--- config.mk ---
export PLATFORM = sky130hd
export DESIGN_NAME = commit_unit
export DESIGN_NICKNAME = d
export VERILOG_FILES = /design/src/rtl/commit_pkg.sv /design/src/rtl/commit_flag_resolver.sv /design/src/rtl/commit_trap_unit.sv /design/src/rtl/commit_sp_bank.sv /design/src/rtl/commit_unit.sv
export SDC_FILE = /design/constraint.sdc
export NUM_CORES = 1
export LEC_CHECK = 0
export BUFFER_PORTS_ARGS = -buffer_cell sky130_fd_sc_hd__buf_4
export CAP_MARGIN = 20
export CORE_MARGIN = 1
export CORE_UTILIZATION = 39
export CTS_CLUSTER_SIZE = 16
export DETAILED_ROUTE_END_ITERATION = 10
export MAX_ROUTING_LAYER = met4
export PLACE_DENSITY = 0.61
export REMOVE_ABC_BUFFERS = 1
export SLEW_MARGIN = 20
export SYNTH_ARGS = -nofsm -noshare
export SYNTH_HDL_FRONTEND = slang
export SYNTH_SLANG_ARGS = --single-unit
--- constraint.sdc ---
create_clock -name clk_i -period 3.3 [get_ports clk_i]
set_input_delay 0.99 -clock clk_i [delete_from_list [all_inputs] [get_ports clk_i]]
set_output_delay 0.99 -clock clk_i [all_outputs]
set_load 0.005 [all_outputs]
--- src/rtl/commit_pkg.sv ---
package commit_pkg;
    localparam int DW = 32;

    localparam int ID_STATUS = 40;
    localparam int ID_BSTAT  = 41;
    localparam int ID_DSTAT  = 42;
    localparam int ID_SP     = 43;

    localparam int N_SM = 0;
    localparam int N_DB = 3;
    localparam int N_DS = 4;
    localparam int N_F0 = 17;
    localparam int N_F1 = 18;
    localparam int N_F2 = 19;
    localparam int N_F3 = 20;
    localparam int N_S  = 21;
    localparam int N_V  = 22;
    localparam int N_VA = 23;
    localparam int N_C  = 24;

    localparam int P_SM = DW - 1 - N_SM;
    localparam int P_V  = DW - 1 - N_V;
    localparam int P_VA = DW - 1 - N_VA;

    localparam logic [DW-1:0] M_SM = DW'(1) << (DW - 1 - N_SM);
    localparam logic [DW-1:0] M_DB = DW'(1) << (DW - 1 - N_DB);
    localparam logic [DW-1:0] M_DS = DW'(1) << (DW - 1 - N_DS);
    localparam logic [DW-1:0] FLAG_MASK =
        (DW'(1) << (DW - 1 - N_F0)) | (DW'(1) << (DW - 1 - N_F1)) |
        (DW'(1) << (DW - 1 - N_F2)) | (DW'(1) << (DW - 1 - N_F3)) |
        (DW'(1) << (DW - 1 - N_S))  | (DW'(1) << (DW - 1 - N_V))  |
        (DW'(1) << (DW - 1 - N_VA)) | (DW'(1) << (DW - 1 - N_C));

    typedef enum logic [2:0] {
        ST_IDLE,
        ST_WRITE,
        ST_TRAP,
        ST_SWAP,
        ST_DONE
    } commit_state_e;

    typedef enum logic [1:0] {
        TRAP_NONE = 2'd0,
        TRAP_ORD  = 2'd1,
        TRAP_DBG  = 2'd2,
        TRAP_RSV  = 2'd3
    } trap_e;

    function automatic logic [DW-1:0] merge_bits(input logic [DW-1:0] old_v,
                                                 input logic [DW-1:0] msk,
                                                 input logic [DW-1:0] nv);
        return (old_v & ~msk) | (nv & msk);
    endfunction
endpackage

--- src/rtl/commit_flag_resolver.sv ---
module commit_flag_resolver
    import commit_pkg::*;
#(
    parameter int DEPTH = 4,
    parameter int IDW   = 6,
    parameter int CW    = 3,
    parameter int IW    = 2
) (
    input  logic [IW-1:0]        cur_i,
    input  logic [CW-1:0]        cnt_i,
    input  logic [DEPTH*IDW-1:0] id_i,
    input  logic [DEPTH*DW-1:0]  mask_i,
    input  logic                 lkr_i,
    output logic [DW-1:0]        mask_o
);
    logic [DW-1:0] eff;
    logic [DW-1:0] mine;
    logic [DW-1:0] later;

    always_comb begin
        eff   = mask_i[int'(cur_i)*DW +: DW];
        mine  = eff & FLAG_MASK;
        later = '0;
        if (!lkr_i && id_i[int'(cur_i)*IDW +: IDW] == IDW'(ID_STATUS)) begin
            for (int j = 0; j < DEPTH; j++) begin
                later = mask_i[j*DW +: DW];
                if (j > int'(cur_i) && j < int'(cnt_i) &&
                    id_i[j*IDW +: IDW] == IDW'(ID_STATUS) &&
                    (later & mine) != '0) begin
                    eff = eff & ~(later & mine);
                    if (later[P_V]) begin
                        eff[P_VA] = 1'b0;
                    end
                end
            end
        end
        mask_o = eff;
    end
endmodule

--- src/rtl/commit_trap_unit.sv ---
module commit_trap_unit
    import commit_pkg::*;
(
    input  logic [1:0]    code_i,
    input  logic [DW-1:0] status_i,
    output logic [DW-1:0] status_o,
    output logic          save_b_o,
    output logic          save_d_o
);
    always_comb begin
        status_o = status_i;
        save_b_o = 1'b0;
        save_d_o = 1'b0;
        unique case (trap_e'(code_i))
            TRAP_ORD: begin
                status_o = status_i & (M_DB | M_SM);
                save_b_o = 1'b1;
            end
            TRAP_DBG: begin
                status_o = M_DS;
                save_d_o = 1'b1;
            end
            TRAP_NONE, TRAP_RSV: begin
                status_o = status_i;
            end
        endcase
    end
endmodule

--- src/rtl/commit_sp_bank.sv ---
module commit_sp_bank
    import commit_pkg::*;
(
    input  logic          clk_i,
    input  logic          rst_ni,
    input  logic          wr_en_i,
    input  logic [DW-1:0] wr_mask_i,
    input  logic [DW-1:0] wr_val_i,
    input  logic          swap_en_i,
    input  logic          new_sel_i,
    output logic [DW-1:0] sp_o,
    output logic          sel_o
);
    logic [DW-1:0] bank_q [2];
    logic [DW-1:0] sp_q;
    logic          sel_q;

    always_ff @(posedge clk_i or negedge rst_ni) begin
        if (!rst_ni) begin
            bank_q[0] <= '0;
            bank_q[1] <= '0;
            sp_q      <= '0;
            sel_q     <= 1'b0;
        end else if (swap_en_i) begin
            bank_q[sel_q] <= sp_q;
            sel_q         <= new_sel_i;
            sp_q          <= bank_q[new_sel_i];
        end else if (wr_en_i) begin
            sp_q <= merge_bits(sp_q, wr_mask_i, wr_val_i);
        end
    end

    assign sp_o  = sp_q;
    assign sel_o = sel_q;
endmodule

--- src/rtl/commit_unit.sv ---
module commit_unit
    import commit_pkg::*;
#(
    parameter int DEPTH   = 4,
    parameter int NUM_GPR = 8,
    parameter int IDW     = 6,
    localparam int CW     = $clog2(DEPTH + 1),
    localparam int IW     = (DEPTH > 1) ? $clog2(DEPTH) : 1
) (
    input  logic                    clk_i,
    input  logic                    rst_ni,
    input  logic                    start_i,
    input  logic [CW-1:0]           cnt_i,
    input  logic [DEPTH*IDW-1:0]    id_i,
    input  logic [DEPTH*32-1:0]     mask_i,
    input  logic [DEPTH*32-1:0]     val_i,
    input  logic                    lkr_i,
    input  logic [1:0]              trap_i,
    output logic                    busy_o,
    output logic                    done_o,
    output logic [31:0]             status_o,
    output logic [31:0]             bstat_o,
    output logic [31:0]             dstat_o,
    output logic [31:0]             sp_o,
    output logic                    stack_sel_o,
    output logic [NUM_GPR*32-1:0]   gpr_o
);
    commit_state_e state_q, state_d;

    logic [DEPTH*IDW-1:0] q_id;
    logic [DEPTH*DW-1:0]  q_mask;
    logic [DEPTH*DW-1:0]  q_val;
    logic [CW-1:0]        q_cnt;
    logic                 q_lkr;
    logic [1:0]           q_trap;
    logic [IW-1:0]        idx_q;
    logic                 touched_q;

    logic [DW-1:0] gpr_q [NUM_GPR];
    logic [DW-1:0] status_q, bstat_q, dstat_q;

    logic [CW-1:0]  cnt_clamp;
    logic [IDW-1:0] cur_id;
    logic [DW-1:0]  cur_raw_mask, cur_val, eff_mask;
    logic           last_entry;
    logic [DW-1:0]  trap_status;
    logic           save_b, save_d;
    logic           sp_wr_en, swap_en;
    logic [DW-1:0]  sp_w;
    logic           sp_sel;

    assign cnt_clamp    = (int'(cnt_i) > DEPTH) ? CW'(DEPTH) : cnt_i;
    assign cur_id       = q_id[int'(idx_q)*IDW +: IDW];
    assign cur_raw_mask = q_mask[int'(idx_q)*DW +: DW];
    assign cur_val      = q_val[int'(idx_q)*DW +: DW];
    assign last_entry   = (int'(idx_q) + 1 >= int'(q_cnt));

    commit_flag_resolver #(
        .DEPTH(DEPTH), .IDW(IDW), .CW(CW), .IW(IW)
    ) resolver_i (
        .cur_i  (idx_q),
        .cnt_i  (q_cnt),
        .id_i   (q_id),
        .mask_i (q_mask),
        .lkr_i  (q_lkr),
        .mask_o (eff_mask)
    );

    commit_trap_unit trap_i_u (
        .code_i   (q_trap),
        .status_i (status_q),
        .status_o (trap_status),
        .save_b_o (save_b),
        .save_d_o (save_d)
    );

    assign sp_wr_en = (state_q == ST_WRITE) && (cur_id == IDW'(ID_SP));
    assign swap_en  = (state_q == ST_SWAP) && touched_q && (status_q[P_SM] != sp_sel);

    commit_sp_bank sp_bank_i (
        .clk_i     (clk_i),
        .rst_ni    (rst_ni),
        .wr_en_i   (sp_wr_en),
        .wr_mask_i (eff_mask),
        .wr_val_i  (cur_val),
        .swap_en_i (swap_en),
        .new_sel_i (status_q[P_SM]),
        .sp_o      (sp_w),
        .sel_o     (sp_sel)
    );

    // Next-state selection
    always_comb begin
        state_d = state_q;
        unique case (state_q)
            ST_IDLE:  if (start_i) state_d = (cnt_clamp == '0) ? ST_TRAP : ST_WRITE;
            ST_WRITE: if (last_entry) state_d = ST_TRAP;
            ST_TRAP:  state_d = ST_SWAP;
            ST_SWAP:  state_d = ST_DONE;
            ST_DONE:  state_d = ST_IDLE;
            default:  state_d = ST_IDLE;
        endcase
    end

    // State register
    always_ff @(posedge clk_i or negedge rst_ni) begin
        if (!rst_ni) state_q <= ST_IDLE;
        else         state_q <= state_d;
    end

    // Register file and queue copy
    always_ff @(posedge clk_i or negedge rst_ni) begin
        if (!rst_ni) begin
            q_id      <= '0;
            q_mask    <= '0;
            q_val     <= '0;
            q_cnt     <= '0;
            q_lkr     <= 1'b0;
            q_trap    <= '0;
            idx_q     <= '0;
            touched_q <= 1'b0;
            status_q  <= '0;
            bstat_q   <= '0;
            dstat_q   <= '0;
            for (int g = 0; g < NUM_GPR; g++) gpr_q[g] <= '0;
        end else begin
            unique case (state_q)
                ST_IDLE: begin
                    if (start_i) begin
                        q_id      <= id_i;
                        q_mask    <= mask_i;
                        q_val     <= val_i;
                        q_cnt     <= cnt_clamp;
                        q_lkr     <= lkr_i;
                        q_trap    <= trap_i;
                        idx_q     <= '0;
                        touched_q <= 1'b0;
                    end
                end
                ST_WRITE: begin
                    for (int g = 0; g < NUM_GPR; g++) begin
                        if (int'(cur_id) == g) gpr_q[g] <= merge_bits(gpr_q[g], eff_mask, cur_val);
                    end
                    if (cur_id == IDW'(ID_STATUS)) begin
                        status_q  <= merge_bits(status_q, eff_mask, cur_val);
                        touched_q <= 1'b1;
                    end
                    if (cur_id == IDW'(ID_BSTAT)) bstat_q <= merge_bits(bstat_q, eff_mask, cur_val);
                    if (cur_id == IDW'(ID_DSTAT)) dstat_q <= merge_bits(dstat_q, eff_mask, cur_val);
                    idx_q <= idx_q + 1'b1;
                end
                ST_TRAP: begin
                    if (save_b) bstat_q <= status_q;
                    if (save_d) dstat_q <= status_q;
                    status_q <= trap_status;
                    if (save_b || save_d) touched_q <= 1'b1;
                end
                ST_SWAP: begin
                    idx_q <= '0;
                end
                ST_DONE: begin
                    q_id   <= '0;
                    q_mask <= '0;
                    q_val  <= '0;
                    q_cnt  <= '0;
                    q_trap <= '0;
                end
                default: ;
            endcase
        end
    end

    assign busy_o      = (state_q != ST_IDLE);
    assign done_o      = (state_q == ST_DONE);
    assign status_o    = status_q;
    assign bstat_o     = bstat_q;
    assign dstat_o     = dstat_q;
    assign sp_o        = sp_w;
    assign stack_sel_o = sp_sel;

    for (genvar g = 0; g < NUM_GPR; g++) begin : g_gpr_out
        assign gpr_o[g*32 +: 32] = gpr_q[g];
    end

    assert_done_single_R10: assert property (@(posedge clk_i) disable iff (!rst_ni)
        done_o |=> !done_o);

    assert_mask_shrinks_R4: assert property (@(posedge clk_i) disable iff (!rst_ni)
        (state_q == ST_WRITE) |-> ((eff_mask & ~cur_raw_mask) == '0));

    assert_lkr_passthrough_R6: assert property (@(posedge clk_i) disable iff (!rst_ni)
        (state_q == ST_WRITE && q_lkr) |-> (eff_mask == cur_raw_mask));

    assert_ord_trap_R7: assert property (@(posedge clk_i) disable iff (!rst_ni)
        (state_q == ST_TRAP && q_trap == 2'd1) |=>
            (((status_q & ~(M_DB | M_SM)) == '0) && (bstat_q == $past(status_q))));

    assert_dbg_trap_R8: assert property (@(posedge clk_i) disable iff (!rst_ni)
        (state_q == ST_TRAP && q_trap == 2'd2) |=>
            ((status_q == M_DS) && (dstat_q == $past(status_q))));

    assert_bank_follows_sm_R9: assert property (@(posedge clk_i) disable iff (!rst_ni)
        (state_q == ST_DONE && touched_q) |-> (sp_sel == status_q[P_SM]));
endmodule

==> metrics.md, run 1 <==
| Metric | Value |
|---|---|
| Critical Path RT | `around 3800 ps` |
| Synth top area share | `around 57%` |
| Synth-to-layout area growth | `29.73%` |
| Fin util | `51.13%` |
| DR vias | `25517` |
| H-tree levels | `3` |
| Synth Cell Area | `32310 µm²` |
| Most common cell after layout, fill and taps aside | `buf_4` |
| Grt ovf | `0` |
| Fin crit share | `between 90 and 100%` |
| Worst Path Max Fanout | `12` |
| Worst-Margin Slew | `~820 ps` |
| Count of cell types in the netlist | `between 70 and 80` |
| Clock sinks | `741` |
| Fin crit period | `between 3000 and 4000 ps` |
| Kind of critical path | `reg2reg` |
| CP Launch Type | `register` |
| Num CTS Buffers | `83` |
| Metal3 WL | `approximately 7900 µm` |
| Initial antenna violation count | `2` |
| Synth Area in Compound Gates | `14.80%` |
| Status | `finished clean` |
| Vias per cell | `~5.7` |
| Layout cells sized above 1 | `39.14%` |
| Worst-Skew Late Latency | `630 ps` |
| Post-synth top area cell | `dfrtp_1` |
| Number of synthesized register bits | `741` |
| Leakage | `20.21 nW` |
| WL final | `115500 µm` |
| Largest family of logic cells by synthesized area | `multiplexers` |
| Post-synth EDFFs | `0` |
| Worst EP arrival | `between 3000 and 4000 ps` |
| RSZ-0062 raised after global routing | `no` |
| Yosys warns | `0` |
| Simple logic cell fraction of the synthesized area | `between 8 and 9%` |
| Crit. End Element | `register` |
| Remaining DRCs | `0` |
| Syn Inst Count | `roughly 2600` |
| Pwr/cell area | `between 900 and 1000 nW/µm²` |
| Clock root cell | `clkbuf_16` |
| Setup violators final | `0` |
| Final WS setup | `about 100 ps` |
| Seq/Total Area, Yosys | `57.39%` |
| Highest routed metal layer | `met4` |
| Synth Area in Adders | `less than 1%` |
| Routed wl met2 | `between 50000 and 60000 µm` |
| Metal-1 WL | `47400 µm` |
| Final #Nets | `around 3600` |
| Largest net degree at the start of global routing | `121` |
| Synth Area per Inst | `~12 µm²` |
| GPL Wtd Cong | `between 0.9 and 1` |
| Clk slew on worst S/H paths | `approximately 60 ps` |
| Die area | `around 84000 µm²` |
| Multiplexer share of the synthesized area | `16.34%` |
| Fmax achieved | `between 300 and 400 MHz` |
| Post-DP HPWL | `slightly above 80000 µm` |
| Pre-CTS setup slack | `about 76 ps` |
| Clk_skew | `between 20 and 30 ps` |
| CTS tree | `built` |
| Initial drt markers | `1843` |
| Fin. max-slew vios | `0` |
| Asr flop ratio synth | `100.0%` |
| Core Box Area | `81980 µm²` |
| Top FF cell, synth | `dfrtp_1` |
| Vias in the first global route | `~27000` |
| DRT Pass-1 Iters | `7` |
| Relative slew margins | `45.59%` |
| Die X | `a little under 300 µm` |
| Rows | `about 110` |
| IO Port Bufs | `just under 700` |
| # IOs | `approximately 680` |
| Die height | `just under 300 µm` |
| Initial Utilization | `between 30% and 40%` |
| DRT antenna net count | `0` |
| Final Hold Fails | `0` |
| Most frequent cells in the layout | `771 x buf_4, 738 x dfrtp_1, 344 x nand2_1` |
| Peak VDD IR | `~0.00047 V` |
| Max clock buf depth | `3` |
| MaxCap Viol Count | `0` |
| Worst Hold Class | `in2async` |
| Area contributors post-synth | `dfrtp_1 57%, mux2_2 10%, a22o_1 7.7%` |
| Total track usage | `between 20 and 30%` |
| XOR/XNOR Fraction of Synth Area | `0%` |
| Global-route wire length before repair | `174300 µm` |
| Wirelength per Cell | `25.91 µm` |
[report_power, final]
group	leakage (nW)	internal, mW	switching, mW	total [mW]
sequential	9.76	12.0	2.16	14.1
clock	1.34	5.51	3.84	9.34
combinational	9.11	7.24	10.2	17.5
[per-stage QoR]
stage / total power [mW] / instances / setup TNS, ps / area [µm²] / hold WS [ps]
floorplan: 23.01 / 2444 / -6004110 / 31450 / 458.7
finish: 40.94 / 4455 / 0 / 41920 / 194.1
CTS: 41.00 / 4452 / 0 / 41870 / 154.5
global placement: 30.94 / 4307 / 0 / 39130 / 477.4
detailed placement: 31.50 / 4307 / 0 / 39130 / 477.0
global route: 43.04 / 4455 / 0 / 41920 / 159.8
[cells in the mapped netlist (8+ instances only)]
master      n
o22ai_1    24
nor2_1    156
or3_1       8
o21ai_0    93
o21a_1     10
nand3_1    52
inv_1      15
mux4_2     60
buf_1      17
mux2_1     11
o31ai_1    15
nand2b_1    8
nor2_2      8
buf_2      31
a22o_1    285
mux2i_1    41
a21oi_1    77
nand2_1   346
o221ai_1   36
nor3_1     24
clkbuf_1  147
ha_1        9
mux2_2    299
dfrtp_1   741
o211ai_1   18
[final timing paths]
path / start / slack (ps) / cells past startpoint / endpoint
setup / recovery: idx_q[1]$_DFFE_PN0P_ / 100 / 9 / register
hold / removal: rst_ni / 190 / 1 / asynchronous set/reset pin
setup reg to reg: idx_q[1]$_DFFE_PN0P_ / 100 / 9 / register
hold reg to reg: q_val[122]$_DFFE_PN0P_ / 490 / 1 / q_val[122]$_DFFE_PN0P_
max in group asynchronous: rst_ni / 1960 / 3 / q_mask[115]$_DFFE_PN0P_
min in group clk_i: q_val[122]$_DFFE_PN0P_ / 490 / 1 / q_val[122]$_DFFE_PN0P_
[cell type report]
cell class | count | area (µm²)
Fill cell | 7127 | 40060
Sequential cell | 741 | 18550
Multi-Input combinational cell | 1688 | 13000
Timing Repair Buffer | 794 | 6226
Clock buffer | 117 | 2385
Tap cell | 1070 | 1339
Clock inverter | 28 | 355.3
Inverter | 15 | 56.30
Antenna cell | 2 | 5.005
[layer usage]
| layer | global-route usage (%) | vias to the layer above |
|---|---|---|
| li1 | - | 11084 |
| met1 | 34.77 | 13194 |
| met2 | 45.34 | 1015 |
| met3 | 6.304 | 224 |
| met4 | 9.990 | 0 |
| met5 | - | - |
[kinds of logic (layout without fill, tap and decap cells)]
group           count (synthesis)  count (layout)
other cells                     0               2
compound gates                629             629
simple gates                  638             638
fa+ha+maj                       9               9
flops                         741             741
buf+inv                       220             954
mux                           412             412
[repair_timing]
action | 4_1_cts | 5_1_grt
buffers inserted | 0 | 1
setup endpoints to repair | 0 | 22
hold buffers | 0 | 0
resized for setup | 0 | 6
[worst max-delay path, stage by stage, from the launching register on]
cell	delay, ps
dfrtp_4	580
buf_4	210
o211a_1	220
a311oi_1	390
o2111ai_1	260
o21a_1	260
a311o_1	470
buf_4	220
nor2_1	140
mux2_2	350
Note: power is estimated with default switching activity, not from simulation.
==> run 2, diff against run 1 <==
PLACE_DENSITY = unset   (was 0.61)
SETUP_SLACK_MARGIN = 0.3   (was unset)
==> run 2 against run 1 <==
Against the previous run:
- clock power is 7.0% higher
- largest power group unchanged
- cell count is 0.92% higher
- fmax rose by 3.8%
- global-route usage up 1.2 points
- sequential share of layout area decreased by 1.3 points
- largest cell class unchanged
- count of clock-buffer cells in the layout up 5
- highest routed layer unchanged
- register-to-register slack better by 120 ps
- first-iteration DRC count fell by 0.33%
- routed wire length up 4.9%
- non-clock buffer count grew 36
- combinational power up 9%
==> metrics.md, run 2 (synthesis gave the netlist of run 1 again) <==
| Metric | Value |
|---|---|
| Largest net degree at the start of global routing | `93 (-23%)` |
| Pwr/cell area | `1004 nW/µm² (+2.8%)` |
| CP Launch Type | `register` |
| N_diodes | `0 (-2)` |
| Net Switching | `17.10 mW (+5.5%)` |
| Worst-Margin Slew | `797.2 ps (-18.91 ps)` |
| CTS tree | `built` |
| Remaining DRCs | `0 (unchanged)` |
| DR vias | `25908 (+1.5%)` |
| Initial drt markers | `1837 (-0.33%)` |
| Pre-CTS setup slack | `19.10 ps (-57.10 ps)` |
| Total track usage | `29.30% (+1.2 points)` |
| WL final | `121100 µm (+4.9%)` |
| Critical Path RT | `3800 ps (-20 ps)` |
| Initial Utilization | `39.41% (unchanged)` |
| Fmax achieved | `324.6 MHz (+3.8%)` |
| Post-DP HPWL | `84010 µm (+2.2%)` |
| Die X | `289.8 µm (unchanged)` |
| Leakage | `20.76 nW (+2.7%)` |
| Final Hold Fails | `0 (unchanged)` |
| Worst EP arrival | `3580 ps (-140 ps)` |
| Clock Power Share | `23.1% (+0.3 points)` |
| Die height | `289.8 µm (unchanged)` |
| Status | `finished clean` |
| Wirelength per Cell | `26.93 µm (+3.9%)` |
| Die area | `84000 µm² (unchanged)` |
| Clk slew on worst S/H paths | `60 ps (about the same)` |
| MaxCap Viol Count | `0 (unchanged)` |
| Fin crit period | `3081 ps (-116.5 ps)` |
| Rows | `105 (unchanged)` |
| Highest routed metal layer | `met4` |
| Worst-Skew Late Latency | `650 ps (+20 ps)` |
| DRT Pass-1 Iters | `5 (-2)` |
| Clock root cell | `clkbuf_16` |
| Sw Share | `39.48% (-0.12 points)` |
| Vias in the first global route | `26748 (+0.25%)` |
| DRT antenna net count | `0 (unchanged)` |
| Final #Nets | `3658 (+1.0%)` |
| Clock sinks | `741 (unchanged)` |
| Final WS setup | `219.4 ps (+116.5 ps)` |
| Grt ovf | `0 (unchanged)` |
| Vias per cell | `5.762 (+0.61%)` |
| Part of the power in registers | `32.8% (-1.7 points)` |
| Relative slew margins | `46.85% (+1.3 points)` |
| Setup violators final | `0 (unchanged)` |
| Metal3 WL | `8707 µm (+9.5%)` |
| H-tree levels | `3 (unchanged)` |
| Global-route wire length before repair | `179400 µm (+2.9%)` |
| Kind of critical path | `reg2reg` |
| Initial antenna violation count | `3 (+1)` |
| Internal power | `26.21 mW (+6.0%)` |
| Worst Path Max Fanout | `8 (-4)` |
| Fin. max-slew vios | `0 (unchanged)` |
| IO Port Bufs | `675 (unchanged)` |
| GPL Wtd Cong | `0.9110 (-0.20%)` |
| RSZ-0062 raised after global routing | `yes` |
| Core Box Area | `81980 µm² (unchanged)` |
| Fin crit share | `93.35% (-3.5 points)` |
| Metal-1 WL | `49640 µm (+4.7%)` |
| Max clock buf depth | `3 (unchanged)` |
| Comb pwr share | `44.1% (+1.5 points)` |
| Synth-to-layout area growth | `33.51%` |
| Fin util | `52.62% (+1.5 points)` |
| Fillers | `7065 (-0.87%)` |
| Most common cell after layout, fill and taps aside | `buf_4` |
| Layout cells sized above 1 | `41.62% (+2.5 points)` |
| Clk_skew | `31.67 ps (+1.712 ps)` |
| Crit. End Element | `register` |
| Most frequent cells in the layout | `774 x buf_4, 738 x dfrtp_1, 330 x nand2_1` |
| # IOs | `676 (unchanged)` |
| Final hold slack | `302.6 ps (+108.5 ps)` |
| Worst Hold Class | `in2async` |
| CTS Hold Buffers Added | `0 (unchanged)` |
| Peak VDD IR | `0.0005505 V (+17%)` |
| Routed wl met2 | `58170 µm (+4.2%)` |
| Num CTS Buffers | `83 (unchanged)` |
==> run 2: path summary, 6_finish.rpt <==
path                                            start                    endpoint  slack (ps)  cells after the start
worst max-delay path             idx_q[0]$_DFFE_PN0P_                    register         220                     11
worst min register to register  q_val[75]$_DFFE_PN0P_       q_val[75]$_DFFE_PN0P_         500                      1
worst max register to register   idx_q[0]$_DFFE_PN0P_                    register         220                     11
max in group asynchronous                      rst_ni  asynchronous set/reset pin        1960                      2
min in group clk_i              q_val[75]$_DFFE_PN0P_       q_val[75]$_DFFE_PN0P_         500                      1
worst min-delay path                           rst_ni       q_val[60]$_DFFE_PN0P_         300                      1
==> run 2: layout make-up <==
cell class              instances  area [µm²]  share of cell area, %
flip-flops and latches        741       18550                  43.01
clock inverters                29       483.0                  1.120
well taps                    1070        1339                  3.104
repair buffers                830        6847                  15.87
multi-input cells            1689       13370                  31.00
inverters                      15       56.30                 0.1305
clock buffers                 122        2486                  5.763
==> run 2: critical path, cell delays in order (launching register included) <==
cell and delay (ps):
dfrtp_4 530, buf_6 140, mux4_2 450, or2_4 290, or3_4 390, buf_8 150
a211oi_4 240, buf_12 160, a211oi_4 70, buf_12 170, nand2_2 70, mux2_4 290
==> run 2: layer usage <==
metal  up-vias  global-route usage [%]
met1     13404                   36.86
met2      1103                   46.65
met4         0                   10.18
met3       250                   6.541
li1      11151                       -
met5         -                       -
==> run 2: power groups by stage <==
stage | clock [mW] | sequential, mW | combinational (mW)
3_5_place_dp | 0 | 14.3 | 17.5
6_report | 9.99 | 14.2 | 19.1
5_1_grt | 10.5 | 14.5 | 20.4
4_1_cts | 10.2 | 14.1 | 18.4
2_1_floorplan | 0 | 13.8 | 9.22
3_3_place_gp | 0 | 14.2 | 17.1
==> run 2: timing repair <==
| action | in CTS | in global routing |
|---|---|---|
| pin swaps | 12 | 16 |
| gates cloned | 3 | 5 |
| setup buffers | 16 | 14 |
| endpoints found under the setup margin | 253 | 135 |
| resized for setup | 35 | 72 |
==> run 2: through the flow <==
stage / total power [mW] / area [µm²] / TNS [ps] / cells
final: 43.31 / 43140 / 0 / 4496
after global placement: 31.26 / 39270 / -290.7 / 4307
after global routing: 45.48 / 43140 / 0 / 4496
after CTS: 42.72 / 42660 / 0 / 4477
after detailed placement: 31.81 / 39270 / 0 / 4307
after floorplan: 23.01 / 31450 / -6004110 / 2444
==> run 3, diff against run 2 <==
CORE_UTILIZATION = 41   (was 39)
==> run 3 against run 2 <==
Against the previous run:
- clock skew is 7.6 ps lower
- setup slack better by 91 ps
- die area is 4.8% lower
- via count is 1.0% lower
==> metrics.md, run 3 (synthesis gave the netlist of run 1 again) <==
| Metric | Value |
|---|---|
| Clock root cell | `clkbuf_16` |
| Fmax achieved | `334.5 MHz (+3.0%)` |
| Final Non-Filler Cells | `4452 (-0.98%)` |
| Pre-CTS setup slack | `141.8 ps (+122.7 ps)` |
| RSZ-0062 raised after global routing | `yes` |
| Peak VDD IR | `0.0006634 V (+21%)` |
| H-tree levels | `3 (unchanged)` |
| Pwr/cell area | `974.0 nW/µm² (-3.0%)` |
| Rows | `102 (-2.9%)` |
| CTS tree | `built` |
| Status | `finished clean` |
| Most Crowded Layer GR | `met2` |
| WL final | `116200 µm (-4.0%)` |
| Post-DP HPWL | `82560 µm (-1.7%)` |
| GR Util met2 | `45.85% (-0.81 points)` |
| Layout cells sized above 1 | `40.72% (-0.90 points)` |
| Worst-Skew Late Latency | `630 ps (-20 ps)` |
| Worst Path Max Fanout | `6 (-2)` |
| M1 GR Usage | `37.15% (+0.30 points)` |
| Grt ovf | `0 (unchanged)` |
| Vias in the first global route | `25875 (-3.3%)` |
| DRT antenna net count | `0 (unchanged)` |
| Met3 Usage GRT | `6.340% (-0.20 points)` |
| Clk slew on worst S/H paths | `60 ps (about the same)` |
| Largest net degree at the start of global routing | `129 (+39%)` |
| Initial Utilization | `41.57% (+2.2 points)` |
| DR vias | `25647 (-1.0%)` |
| Global-route wire length before repair | `168500 µm (-6.1%)` |
| Total track usage | `29.24% (-0.065 points)` |
| Synth-to-layout area growth | `31.05%` |
| CTS Hold Buffers Added | `0 (unchanged)` |
| Fin crit period | `2990 ps (-90.85 ps)` |
| IO Port Bufs | `675 (unchanged)` |
| MaxCap Viol Count | `0 (unchanged)` |
| Die height | `282.7 µm (-2.5%)` |
| Worst Hold Class | `in2async` |
| Fin crit share | `90.60% (-2.8 points)` |
| # IOs | `676 (unchanged)` |
| Wirelength per Cell | `26.09 µm (-3.1%)` |
| Setup violators final | `0 (unchanged)` |
| Most frequent cells in the layout | `777 x buf_4, 738 x dfrtp_1, 337 x nand2_1` |
| Crit. End Element | `register` |
| Clock sinks | `741 (unchanged)` |
| Fin. max-slew vios | `0 (unchanged)` |
| Leakage | `20.38 nW (-1.8%)` |
| Max clock buf depth | `3 (unchanged)` |
| Die X | `282.7 µm (-2.5%)` |
| Num CTS Buffers | `82 (-1.2%)` |
| GPL Wtd Cong | `0.8950 (-1.8%)` |
| Vias per cell | `5.761 (about the same)` |
| Final #Nets | `3645 (-0.36%)` |
| Worst-Margin Slew | `871.4 ps (+74.24 ps)` |
| Clk_skew | `24.07 ps (-7.597 ps)` |
| Die area | `79930 µm² (-4.8%)` |
| Initial drt markers | `2036 (+11%)` |
| Critical Path RT | `3810 ps (about the same)` |
| Core Box Area | `77720 µm² (-5.2%)` |
| DRT Pass-1 Iters | `6 (+1)` |
| Final Hold Fails | `0 (unchanged)` |
| Relative slew margins | `41.29% (-5.6 points)` |
| CP Launch Type | `register` |
| Worst EP arrival | `3500 ps (-80 ps)` |
| Post-Place Cells | `4286 (-0.49%)` |
| Most common cell after layout, fill and taps aside | `buf_4` |
| Kind of critical path | `reg2reg` |
| Fin Setup TNS | `0 ps (unchanged)` |
| Final WS setup | `310.2 ps (+90.85 ps)` |
| Initial antenna violation count | `1 (-2)` |
| Remaining DRCs | `0 (unchanged)` |
## run 3: changes by cell type in the layout (fill, tap and decap cells not counted), moves of 4 or more
cell,change
buf_6,+7
nor2_2,-9
buf_12,-15
clkbuf_16,-4
o21ai_0,+5
clkbuf_1,+8
nand2_2,-4
nand2_1,+7
inv_6,+5
nor2_4,+7
bufinv_16,-9
o21ai_1,-5
## run 3: final cells by class
cell class | count | area (µm²)
clock inverters | 20 | 170.2
diodes | 1 | 2.502
repair buffers | 818 | 6500
clock buffers | 128 | 2466
flip-flops and latches | 741 | 18550
inverters | 15 | 56.30
well taps | 1040 | 1301
fillers | 6574 | 35380
multi-input cells | 1689 | 13290
## run 3: metal layers
layer,up-vias,share of wire (%)
li1,11154,-
met1,13153,41
met2,1072,47
met3,268,7.6
met4,0,4.0
met5,-,0
## run 3: power breakdown
group / internal, mW / switching [mW]
Sequential: 12.0 / 2.26
Combinational: 7.66 / 10.3
Clock: 5.22 / 3.79
## run 3: metrics by stage
stage               utilization (%)  power [mW]  hold slack (ps)  area, µm²
floorplan                         -       23.01            458.7      31450
global placement              50.38       30.99            477.9      39150
detailed placement            50.38       31.52            477.1      39150
CTS                           53.95       40.81            295.1      41930
global route                  54.48       43.32            312.9      42340
finish                        54.48       41.24            313.5      42340
## run 3: worst paths after layout
path / slack [ps] / endpoint / from / cells after the start
min in group clk_i: 490 / register / register / 1
setup reg to reg: 310 / register / idx_q[1]$_DFFE_PN0P_ / 9
hold reg to reg: 490 / register / register / 1
setup / recovery: 310 / register / idx_q[1]$_DFFE_PN0P_ / 9
max in group asynchronous: 2030 / asynchronous set/reset pin / rst_ni / 3
hold / removal: 310 / asynchronous set/reset pin / rst_ni / 1
## run 3: critical path: stages (launching register included)
cell and delay (ps):
dfrtp_4 540, buf_4 170, mux2_2 300, a311oi_2 310, o2111ai_2 190, o21a_2 270, a311o_2 490, buf_12 180
nor2_4 110, mux2_4 310
## run 3: timing repair
action                                  in CTS  in global routing
pin swaps                                    3                 18
gates resized for setup                     15                 77
setup buffers                                6                  9
cloned                                       0                  2
endpoints found under the setup margin      75                186
